$ cat src/rtl/flash_erase_pkg.sv
package flash_erase_pkg;

  typedef enum logic [3:0] {
    ST_IDLE,
    ST_PULSE,
    ST_GAP,
    ST_EVWAIT,
    ST_DWR,
    ST_SETTLE,
    ST_RD,
    ST_CMP,
    ST_EXIT
  } fes_state_e;

  // Cycles needed to cover a delay in microseconds, rounded up, never below one.
  function automatic longint fes_cycles(input longint us, input longint hz);
    longint c;
    c = (us * hz + 64'd999_999) / 64'd1_000_000;
    return (c < 1) ? 64'd1 : c;
  endfunction

  function automatic int fes_max3(input int a, input int b, input int c);
    int m;
    m = (a > b) ? a : b;
    return (m > c) ? m : c;
  endfunction

endpackage

$ cat src/rtl/fes_interval_timer.sv
module fes_interval_timer #(
  parameter int W = 8
) (
  input  logic         clk,
  input  logic         rst_n,
  input  logic         restart,
  output logic [W-1:0] count
);
  always_ff @(posedge clk or negedge rst_n) begin
    if (!rst_n)              count <= '0;
    else if (restart)        count <= '0;
    else if (count != '1)    count <= count + 1'b1;
  end
endmodule

$ cat src/rtl/fes_addr_walker.sv
module fes_addr_walker #(
  parameter int AW = 8
) (
  input  logic          clk,
  input  logic          rst_n,
  input  logic          load,
  input  logic [AW-1:0] lo,
  input  logic [AW-1:0] hi,
  input  logic          step,
  output logic [AW-1:0] addr,
  output logic          at_last
);
  logic [AW-1:0] hi_q;

  always_ff @(posedge clk or negedge rst_n) begin
    if (!rst_n) begin
      addr <= '0;
      hi_q <= '0;
    end else if (load) begin
      addr <= lo;
      hi_q <= hi;
    end else if (step) begin
      addr <= addr + 1'b1;
    end
  end

  assign at_last = (addr == hi_q);

  p_no_step_past_end_r6: assert property (@(posedge clk) disable iff (!rst_n)
    step |-> !at_last);
endmodule

$ cat src/rtl/fes_pulse_budget.sv
module fes_pulse_budget #(
  parameter int CW  = 12,
  parameter int MAX = 3000
) (
  input  logic          clk,
  input  logic          rst_n,
  input  logic          clear,
  input  logic          bump,
  output logic [CW-1:0] count,
  output logic          exhausted
);
  always_ff @(posedge clk or negedge rst_n) begin
    if (!rst_n)     count <= '0;
    else if (clear) count <= bump ? CW'(1) : '0;
    else if (bump)  count <= count + 1'b1;
  end

  assign exhausted = (count >= CW'(MAX));

  p_budget_cap_r8: assert property (@(posedge clk) disable iff (!rst_n)
    (bump && !clear) |-> !exhausted);
endmodule

$ cat src/rtl/flash_erase_seq.sv
module flash_erase_seq
  import flash_erase_pkg::*;
#(
  parameter longint CLK_HZ     = 16_000_000,
  parameter int     PULSE_US   = 10_000,
  parameter int     SETTLE_US  = 2,
  parameter int     FIRST_US   = 4,
  parameter int     MAX_PULSES = 3000,
  parameter int     AW         = 16,
  parameter int     DW         = 8,
  parameter int     NBLK       = 8
) (
  input  logic            clk,
  input  logic            rst_n,
  input  logic            start,
  input  logic [NBLK-1:0] blk_mask,
  input  logic [AW-1:0]   addr_lo,
  input  logic [AW-1:0]   addr_hi,
  input  logic            preprog_ok,
  input  logic            wdog_trip,
  output logic [NBLK-1:0] blk_sel,
  output logic [AW-1:0]   fl_addr,
  output logic [DW-1:0]   fl_wdata,
  output logic            fl_wr,
  output logic            fl_rd,
  input  logic [DW-1:0]   fl_rdata,
  output logic            erase_en,
  output logic            ev_en,
  output logic            busy,
  output logic            done,
  output logic            error,
  output logic [11:0]     pulse_cnt
);
  localparam int PULSE_CYC  = int'(fes_cycles(longint'(PULSE_US),  CLK_HZ));
  localparam int SETTLE_CYC = int'(fes_cycles(longint'(SETTLE_US), CLK_HZ));
  localparam int FIRST_CYC  = int'(fes_cycles(longint'(FIRST_US),  CLK_HZ));
  localparam int LONGEST    = fes_max3(PULSE_CYC, SETTLE_CYC, FIRST_CYC);
  localparam int TW         = $clog2(LONGEST + 1) + 1;

  fes_state_e state, nxt;
  logic [TW-1:0] tmr, lim_m1;
  logic [AW-1:0] walk_addr;
  logic at_last, exhausted, done_q, err_q;
  logic [NBLK-1:0] blk_q;

  // Named internal events
  logic idle, ev_accept, ev_refuse, ev_abort, tmr_hit, word_ok;
  logic ev_pass_last, ev_step, ev_retry, ev_giveup, bump;

  assign idle         = (state == ST_IDLE);
  assign ev_accept    = idle && start && preprog_ok;
  assign ev_refuse    = idle && start && !preprog_ok;
  assign ev_abort     = !idle && wdog_trip;
  assign word_ok      = (fl_rdata == {DW{1'b1}});
  assign ev_pass_last = (state == ST_CMP) && word_ok && at_last;
  assign ev_step      = (state == ST_CMP) && word_ok && !at_last && !ev_abort;
  assign ev_retry     = (state == ST_EXIT) && !exhausted && !ev_abort;
  assign ev_giveup    = (state == ST_EXIT) && exhausted;
  assign bump         = ev_accept || ev_retry;

  always_comb begin
    case (state)
      ST_PULSE:  lim_m1 = TW'(PULSE_CYC - 1);
      ST_EVWAIT: lim_m1 = TW'(FIRST_CYC - 1);
      ST_SETTLE: lim_m1 = TW'(SETTLE_CYC - 1);
      default:   lim_m1 = '0;
    endcase
  end
  assign tmr_hit = (tmr == lim_m1);

  always_comb begin
    nxt = state;
    case (state)
      ST_IDLE:   if (ev_accept) nxt = ST_PULSE;
      ST_PULSE:  if (tmr_hit) nxt = ST_GAP;
      ST_GAP:    nxt = ST_EVWAIT;
      ST_EVWAIT: if (tmr_hit) nxt = ST_DWR;
      ST_DWR:    nxt = ST_SETTLE;
      ST_SETTLE: if (tmr_hit) nxt = ST_RD;
      ST_RD:     nxt = ST_CMP;
      ST_CMP:    nxt = !word_ok ? ST_EXIT : (at_last ? ST_IDLE : ST_DWR);
      ST_EXIT:   nxt = exhausted ? ST_IDLE : ST_PULSE;
      default:   nxt = ST_IDLE;
    endcase
    if (ev_abort) nxt = ST_IDLE;
  end

  always_ff @(posedge clk or negedge rst_n) begin
    if (!rst_n) begin
      state  <= ST_IDLE;
      done_q <= 1'b0;
      err_q  <= 1'b0;
      blk_q  <= '0;
    end else begin
      state <= nxt;
      if (ev_accept) begin
        done_q <= 1'b0;
        err_q  <= 1'b0;
        blk_q  <= blk_mask;
      end else if (ev_refuse) begin
        done_q <= 1'b0;
        err_q  <= 1'b1;
      end else if (ev_abort || ev_giveup) begin
        err_q  <= 1'b1;
      end else if (ev_pass_last) begin
        done_q <= 1'b1;
      end
    end
  end

  fes_interval_timer #(.W(TW)) u_timer (
    .clk(clk), .rst_n(rst_n), .restart(nxt != state), .count(tmr)
  );

  fes_addr_walker #(.AW(AW)) u_walk (
    .clk(clk), .rst_n(rst_n), .load(ev_accept), .lo(addr_lo), .hi(addr_hi),
    .step(ev_step), .addr(walk_addr), .at_last(at_last)
  );

  fes_pulse_budget #(.CW(12), .MAX(MAX_PULSES)) u_budget (
    .clk(clk), .rst_n(rst_n), .clear(ev_accept), .bump(bump),
    .count(pulse_cnt), .exhausted(exhausted)
  );

  assign erase_en = (state == ST_PULSE) && !wdog_trip;
  assign ev_en    = (state == ST_EVWAIT) || (state == ST_DWR) || (state == ST_SETTLE)
                 || (state == ST_RD) || (state == ST_CMP);
  assign fl_wr    = (state == ST_DWR);
  assign fl_rd    = (state == ST_RD);
  assign fl_addr  = walk_addr;
  assign fl_wdata = {DW{1'b1}};
  assign busy     = !idle;
  assign done     = done_q;
  assign error    = err_q;
  assign blk_sel  = busy ? blk_q : '0;

  // Assertion-only monitor of the erase pulse width
  int er_hold;
  always_ff @(posedge clk or negedge rst_n) begin
    if (!rst_n)        er_hold <= 0;
    else if (erase_en) er_hold <= er_hold + 1;
    else               er_hold <= 0;
  end

  p_refuse_r1: assert property (@(posedge clk) disable iff (!rst_n)
    ev_refuse |=> (!busy && error && !done));
  p_pulse_len_r2: assert property (@(posedge clk) disable iff (!rst_n)
    (state == ST_GAP) |-> (er_hold == PULSE_CYC));
  p_mode_exclusive_r3: assert property (@(posedge clk) disable iff (!rst_n)
    !(erase_en && ev_en));
  p_gap_before_verify_r3: assert property (@(posedge clk) disable iff (!rst_n)
    $rose(ev_en) |-> $past(!erase_en));
  p_dummy_in_verify_r5: assert property (@(posedge clk) disable iff (!rst_n)
    fl_wr |-> (ev_en && fl_wdata == {DW{1'b1}}));
  p_read_same_addr_r5: assert property (@(posedge clk) disable iff (!rst_n)
    fl_rd |-> $stable(fl_addr));
  p_watchdog_r9: assert property (@(posedge clk) disable iff (!rst_n)
    ev_abort |=> (!busy && error));
endmodule

$ cat config.mk
export PLATFORM = sky130hd
export DESIGN_NAME = flash_erase_seq
export DESIGN_NICKNAME = d
export VERILOG_FILES = /design/src/rtl/flash_erase_pkg.sv /design/src/rtl/fes_interval_timer.sv /design/src/rtl/fes_addr_walker.sv /design/src/rtl/fes_pulse_budget.sv /design/src/rtl/flash_erase_seq.sv
export SDC_FILE = /design/constraint.sdc
export NUM_CORES = 1
export LEC_CHECK = 0
export BUFFER_PORTS_ARGS = -buffer_cell sky130_fd_sc_hd__buf_2
export CORE_ASPECT_RATIO = 0.9
export CORE_UTILIZATION = 26
export CTS_CLUSTER_SIZE = 28
export DETAILED_ROUTE_END_ITERATION = 6
export PLACE_DENSITY_LB_ADDON = 0.12
export SETUP_SLACK_MARGIN = 0.1
export SYNTH_ARGS = -nofsm -noshare
export SYNTH_HDL_FRONTEND = slang
export SYNTH_SLANG_ARGS = --single-unit
$ cat constraint.sdc
create_clock -name clk -period 3.3 [get_ports clk]
set_input_delay 0.33 -clock clk [delete_from_list [all_inputs] [get_ports clk]]
set_output_delay 0.33 -clock clk [all_outputs]
set_load 0.01 [all_outputs]
==> impl_metrics.yaml, run 1 <==
detailed_routing:
  routed-via-count: 3753
  detail-route-antenna-nets: 0
  detail_route.iter0.violations: 123
  number_of_vias_per_cell: 4.75
  drt_first_pass_iters: 5
  drcViolationCount: 0
  wirelength_um: 12100
  post_drt_wl_per_cell_um: 15.3
yosys:
  synth_area_per_cell_um2: 8.86
  synthAdderAreaFrac_pct: 1.39
  yosysTopAreaCell: "sky130_fd_sc_hd__dfrtp_1"
  synthFlopType: "sky130_fd_sc_hd__dfrtp_1"
  synth_mux_area_share_pct: 1.22
  synth-xor-area-share_pct: 10.4
  synth_area_mm2: 0.00431
  postSynth.asyncResetShare_pct: 100
  basic_gate_share_of_the_synthesized_area_counting_and_or_nand_and_nor_cells_pct: 30.3
  synth_largest_type_area_fraction_pct: 44.7
  synth_sequential_area_ratio_pct: 44.7
  yosys_warnings: 0
  synth_top_cells_by_area: "sky130_fd_sc_hd__dfrtp_1 (45%), sky130_fd_sc_hd__nand2_1 (9.0%), sky130_fd_sc_hd__xor2_1 (7.3%)"
  synth-compound-area-share_pct: 7.89
  synthesized_flop_and_latch_total: 77
  dominant_combinational_cell_family_by_area_after_synthesis: "simple AND/OR/NAND/NOR gates"
  synthCells: 487
  synth-edff-count: 0
  synth.distinct_cells: 52
clocking:
  ctsHoldBuffers: 0
  clk_root_buffer_cell: "sky130_fd_sc_hd__clkbuf_16"
  post_cts.repair.setup_buffers: 0
  cts-htree-levels: 3
  clock-sinks: 77
  clk_transition_reported_paths_ns: 0.06
  cts_resizes: 0
  max-clock-path-buffers: 2
  tritoncts: "built"
  cts_made_buffers: 9
  worst_skew_pair.late_latency_ns: 0.34
timing:
  post-route-period-util_pct: 84.6
  max_clock_freq_mhz: 358
  max_slew.worst_pin.slew_ns: 1.03
  grt_setup_unrepaired: "false"
  finalCriticalPeriod_ns: 2.79
  finalMaxSlewViolations: 0
  setup_total_negative_slack_ns: 0
  slew-limit-headroom_pct: 31.3
  final.setup_skew_ns: 0.00883
  finalHoldViolations: 0
  timing.final.setup_violations: 0
die:
  boundaryPins: 104
  die-area_mm2: 0.0171
  row_count: 44
  die-height_um: 124
  core_mm2: 0.0162
  chipWidth_um: 138
  initial_core_utilization_pct: 26.7
setup_path:
  cp_data_arrival_time_ns: 2.97
  crit_path_start_kind: "flip-flop"
  path_buf_inv: 0
  path_class: "flip-flop to flip-flop"
  crit_fanout: 19
  timing.critical_path.slowest_stage_cell: "sky130_fd_sc_hd__or4b_4"
  critical_path.endpoint_type: "flip-flop"
  path_cells: "or4b_4, nor3_2, o2111ai_2, o311a_1, mux2i_4, nor3_1"
  required_ns: 3.48
  worst_path_largest_cell_delay_ns: 0.60
  critical_path.top_delay_family: "simple AND/OR/NAND/NOR gates"
cells_and_area:
  area.growth.synth_to_final_pct: 21.8
  sequential_cell_area_mm2: 0.00193
  final.fill_count: 1740
  final_layout_size_suffix_gt1_share_pct: 22.0
  final_util_pct: 32.5
  finish.net_count: 634
  area_occupied_by_multi_input_gates_mm2: 0.00224
power_and_ir_drop:
  power_leakage_nw: 2.43
  power_per_cell_area_mw_per_mm2: 705
  worst_ir_drop_vdd_mv: 0.319
  p_total_mw: 3.71
hold_path:
  worstHoldPathType: "primary input to flip-flop"
placed_design:
  post-dp-hpwl_um: 8660
  port_buffers: 95
  gp_weighted_congestion: 0.745
global_routing:
  grt_max_degree: 78
  global_route.usage.total_pct: 15.2
  gr-total-overflow: 0
  number_of_antenna_violations_at_the_first_check_in_global_routing: 1
  grt_first_pass_wirelength_um: 19900
  first_global_vias: 3743
outcome:
  run_status: "complete, no violations"
job:
  drv.max_cap_violation_count: 0
## worst register-to-register path, delay by kind of cell, from the launching register on
kind | cells | cell delay [ns]
and+or+nand+nor | 3 | 0.95
AOI/OAI and AO/OA | 2 | 0.59
muxes | 1 | 0.54
DFF | 1 | 0.55
## per-stage QoR
stage          hold slack (ns)  setup WS [ns]  cell area, um2  std cells
4_1_cts                  0.156          0.496            5250        789
2_1_floorplan           0.0344           1.00            4340        494
6_report                 0.170          0.510            5260        790
3_3_place_gp             0.451          0.583            4980        773
3_5_place_dp             0.454          0.499            4980        773
5_1_grt                  0.164          0.322            5250        789
## cells by family (layout without fill, tap and decap cells)
family | count (synthesis) | in the layout
flip-flops | 77 | 77
AO/OA/AOI/OAI | 48 | 48
buffers and inverters | 37 | 125
XOR/XNOR | 51 | 51
multiplexers | 4 | 4
AND/OR/NAND/NOR | 264 | 264
adder cells (fa/ha/maj) | 5 | 5
other | 1 | 9
## where the power goes
part / internal [mW] / switching, mW
Clock: 0.511 / 0.413
Sequential: 1.21 / 0.332
Combinational: 0.537 / 0.706
Total: 2.25 / 1.45
## per-layer routing
layer	wire length (um)	GRT usage, %
met5	0	0
met4	131	3.84
met1	6120	21.8
met2	5090	21.8
met3	777	5.07
## path summary, 6_finish.rpt
check,start,endpoint,slack [ns],cells after the start
min in group asynchronous,rst_n,u_timer.count[17],0.18,1
max reg2reg,state[2],u_timer.count[0],0.51,6
min reg2reg,blk_q[1],blk_q[1],0.46,2
max in group asynchronous,rst_n,u_walk.hi_q[13],2.48,1
max,state[2],u_timer.count[0],0.51,6
min,blk_mask[5],blk_q[5],0.17,3
## sequential cells by signal, summed over array words and instances (netlist names)
name / cells
u_walk.hi_q: 16
error: 1
u_timer.count: 19
state: 4
u_walk.addr: 16
blk_q: 8
done: 1
u_budget.count: 12
## cells in the final DEF (no fill, tap or decap), drive strengths merged, types with 2 or more instances in the layout
cell type,synthesis,final
clkinvlp,0,2
a21oi,12,12
nor3b,6,6
a211oi,3,3
nor2,29,29
nand4,13,13
buf,13,103
mux2i,4,4
or3,4,4
dfrtp,77,77
nor4b,2,2
o21ai,12,12
clkbuf,18,11
ha,4,4
clkinv,0,3
xor2,36,36
nand2,104,104
o211ai,7,7
and2,14,14
or4,6,6
nand3,24,24
o211a,2,2
nand2b,2,2
nor3,27,27
xnor2,15,15
conb,1,8
o31ai,2,2
inv,6,6
and4,4,4
nor4,12,12
a31oi,2,2
and3,13,13
o2111ai,2,2
## synthesized netlist by cell type, types with 13 or more instances
| cell type | count |
|---|---|
| sky130_fd_sc_hd__nand4_1 | 13 |
| sky130_fd_sc_hd__dfrtp_1 | 77 |
| sky130_fd_sc_hd__nand2_1 | 104 |
| sky130_fd_sc_hd__xnor2_1 | 15 |
| sky130_fd_sc_hd__xor2_1 | 36 |
| sky130_fd_sc_hd__and3_1 | 13 |
| sky130_fd_sc_hd__nand3_1 | 24 |
| sky130_fd_sc_hd__and2_1 | 13 |
| sky130_fd_sc_hd__nor2_1 | 29 |
| sky130_fd_sc_hd__clkbuf_1 | 18 |
| sky130_fd_sc_hd__nor3_1 | 26 |
## layout make-up
class	count	area share, %
clock buffer	11	4.43
sequential	77	36.7
multi-input combinational	380	42.6
inverter	6	0.428
antenna	1	0.0476
timing repair buffer	103	10.2
tap	207	4.93
clock inverter	5	0.714
No activity file was read; power rests on OpenSTA's default activity.
==> run 2: changes to the inputs <==
Clock period 3.3 ns to 2.6 ns, I/O delays scaled along.
==> impl_metrics.yaml, run 2 (synthesis gave the netlist of run 1 again) <==
cells_and_area:
  final_layout_size_suffix_gt1_share_pct: 24.9
  final_cell_mix: "sky130_fd_sc_hd__nand2_1 (103), sky130_fd_sc_hd__buf_2 (94), sky130_fd_sc_hd__dfrtp_1 (75), sky130_fd_sc_hd__xor2_1 (36), sky130_fd_sc_hd__nor2_1 (28)"
  final_util_pct: 34.2
  largest_reg_flops: 19
  final_common_cell: "sky130_fd_sc_hd__nand2_1"
  antenna_cells: 0
  area_occupied_by_multi_input_gates_mm2: 0.00232
  largestRegisters: "u_timer.count (19), u_walk.addr (16), u_walk.hi_q (16)"
  final.fill_count: 1728
  area.growth.synth_to_final_pct: 28.4
  registers.top_by_ff_count: "u_timer.count"
  finish.net_count: 647
  sequential_cell_area_mm2: 0.00193
global_routing:
  number_of_antenna_violations_at_the_first_check_in_global_routing: 0
  global_route.usage.total_pct: 15.1
  grt_first_pass_wirelength_um: 19500
  gr-total-overflow: 0
  first_global_vias: 3661
  grt_max_degree: 52
detailed_routing:
  post_drt_wl_per_cell_um: 15.4
  number_of_vias_per_cell: 4.78
  drt_first_pass_iters: 4
  detail_route.iter0.violations: 226
  wirelength_um: 12400
  drcViolationCount: 0
  dr_wl_met2_um: 5190
  dr_wl_met3_um: 720
  drt-met1-wl_um: 6290
  routed-via-count: 3836
  detail-route-antenna-nets: 0
  topRoutingLayerUsed: "met4"
outcome:
  run_status: "finished, violations left"
  violations: "hold timing"
setup_path:
  critical_path.endpoint_type: "flip-flop"
  rr_startpoint: "state[2]"
  timing.critical_path.slowest_stage_cell: "sky130_fd_sc_hd__or4b_4"
  critical_path.endpoint: "u_timer.count[16]"
  crit_path_start_kind: "flip-flop"
  rr_worst_depth: 7
  rr_endpoint: "u_timer.count[16]"
  required_ns: 2.84
  critPathLaunch: "state[2]"
  path_class: "flip-flop to flip-flop"
  crit_fanout: 19
  path_cells: "or4b_4, nor3_4, o2111ai_4, o211a_4, mux2i_4, buf_12, a2111oi_4"
  cp_data_arrival_time_ns: 2.62
  regToRegSetupSlack_ns: 0.21
  worst_path_largest_cell_delay_ns: 0.56
timing:
  grt_setup_unrepaired: "false"
  finalMaxSlewViolations: 0
  finalCriticalPeriod_ns: 2.39
  timing.final.setup_violations: 0
  setup_total_negative_slack_ns: 0
  post-route-period-util_pct: 91.8
  final.setup_skew_ns: 0.00648
  finalHoldViolations: 27
  max_clock_freq_mhz: 419
  max_slew.worst_pin.slew_ns: 0.742
  hold_slack_ns: -0.0164
  slew-limit-headroom_pct: 50.6
placed_design:
  post-dp-hpwl_um: 8730
  port_buffers: 95
  gp_weighted_congestion: 0.773
hold_path:
  worstHoldPathType: "primary input to asynchronous set/reset pin"
clocking:
  clock-sinks: 77
  clk_root_buffer_cell: "sky130_fd_sc_hd__clkbuf_16"
  max-clock-path-buffers: 2
  cts_made_buffers: 9
  clk_transition_reported_paths_ns: 0.06
  tritoncts: "built"
  cts-htree-levels: 3
  worst_skew_pair.late_latency_ns: 0.35
die:
  row_count: 44
  boundaryPins: 104
  core_mm2: 0.0162
  chipWidth_um: 138
  die-area_mm2: 0.0171
  initial_core_utilization_pct: 26.7
  die-height_um: 124
power_and_ir_drop:
  power_leakage_nw: 2.56
  worst_ir_drop_vdd_mv: 0.388
  power_per_cell_area_mw_per_mm2: 924
job:
  drv.max_cap_violation_count: 0
-- run 2: changes by cell type in the layout (fill, tap and decap cells not counted), sizes merged --
| cell | delta |
|---|---|
| buf | +12 |
| clkbuf | +2 |
| o2bb2ai | +1 |
| bufinv | +2 |
| clkinv | -3 |
| diode | -1 |
| clkinvlp | -1 |
-- run 2: power by group --
group	leakage [nW]	internal (mW)	switching, mW
sequential	0.990	1.53	0.373
combinational	1.42	0.814	1.00
clock	0.156	0.894	0.503
-- run 2: metal layers --
metal  GRT usage, %  vias up
met1           21.5     1834
met4           4.28        0
met3           5.02       16
li1               -     1894
met2           21.3       92
met5              0        -
-- run 2: through the flow --
step	instances	setup slack [ns]	hold slack [ns]	area, um2	total power, mW
after floorplan	494	0.302	-0.0356	4340	2.96
after global placement	784	0.164	0.378	5120	3.70
after detailed placement	784	0.0621	0.380	5120	3.71
after CTS	800	0.111	0.00453	5460	5.15
after global routing	802	0.0996	0.0324	5540	5.49
final	802	0.213	-0.0164	5540	5.12
-- run 2: worst min path at each step --
stage                   endpoint  depth (start not counted)
6_report       u_timer.count[18]                          1
5_1_grt           u_walk.addr[1]                          1
4_1_cts         u_timer.count[8]                          1
3_5_place_dp   u_timer.count[18]                          1
3_3_place_gp   u_timer.count[16]                          1
2_1_floorplan           blk_q[0]                          0
-- run 2: what timing repair did --
item	in CTS	in global routing
hold endpoints to repair	0	0
pin swaps	0	4
cloned	0	1
setup endpoints to repair	1	21
hold buffers	0	0
buffers inserted	0	1
resized for setup	1	13
-- run 2: cell type report --
type	instances	share of cell area, %
Clock buffer	13	4.70
Clock inverter	3	1.22
Inverter	6	0.407
Multi-Input combinational cell	381	41.9
Sequential cell	77	34.8
Tap cell	207	4.67
Timing Repair Buffer	115	12.2
-- run 2: critical path, delay by kind of cell, from the launching register on --
family,cells,cell delay (ns)
AO/OA/AOI/OAI,3,0.76
flip-flops,1,0.43
AND/OR/NAND/NOR,2,0.72
multiplexers,1,0.19
buffers and inverters,1,0.17
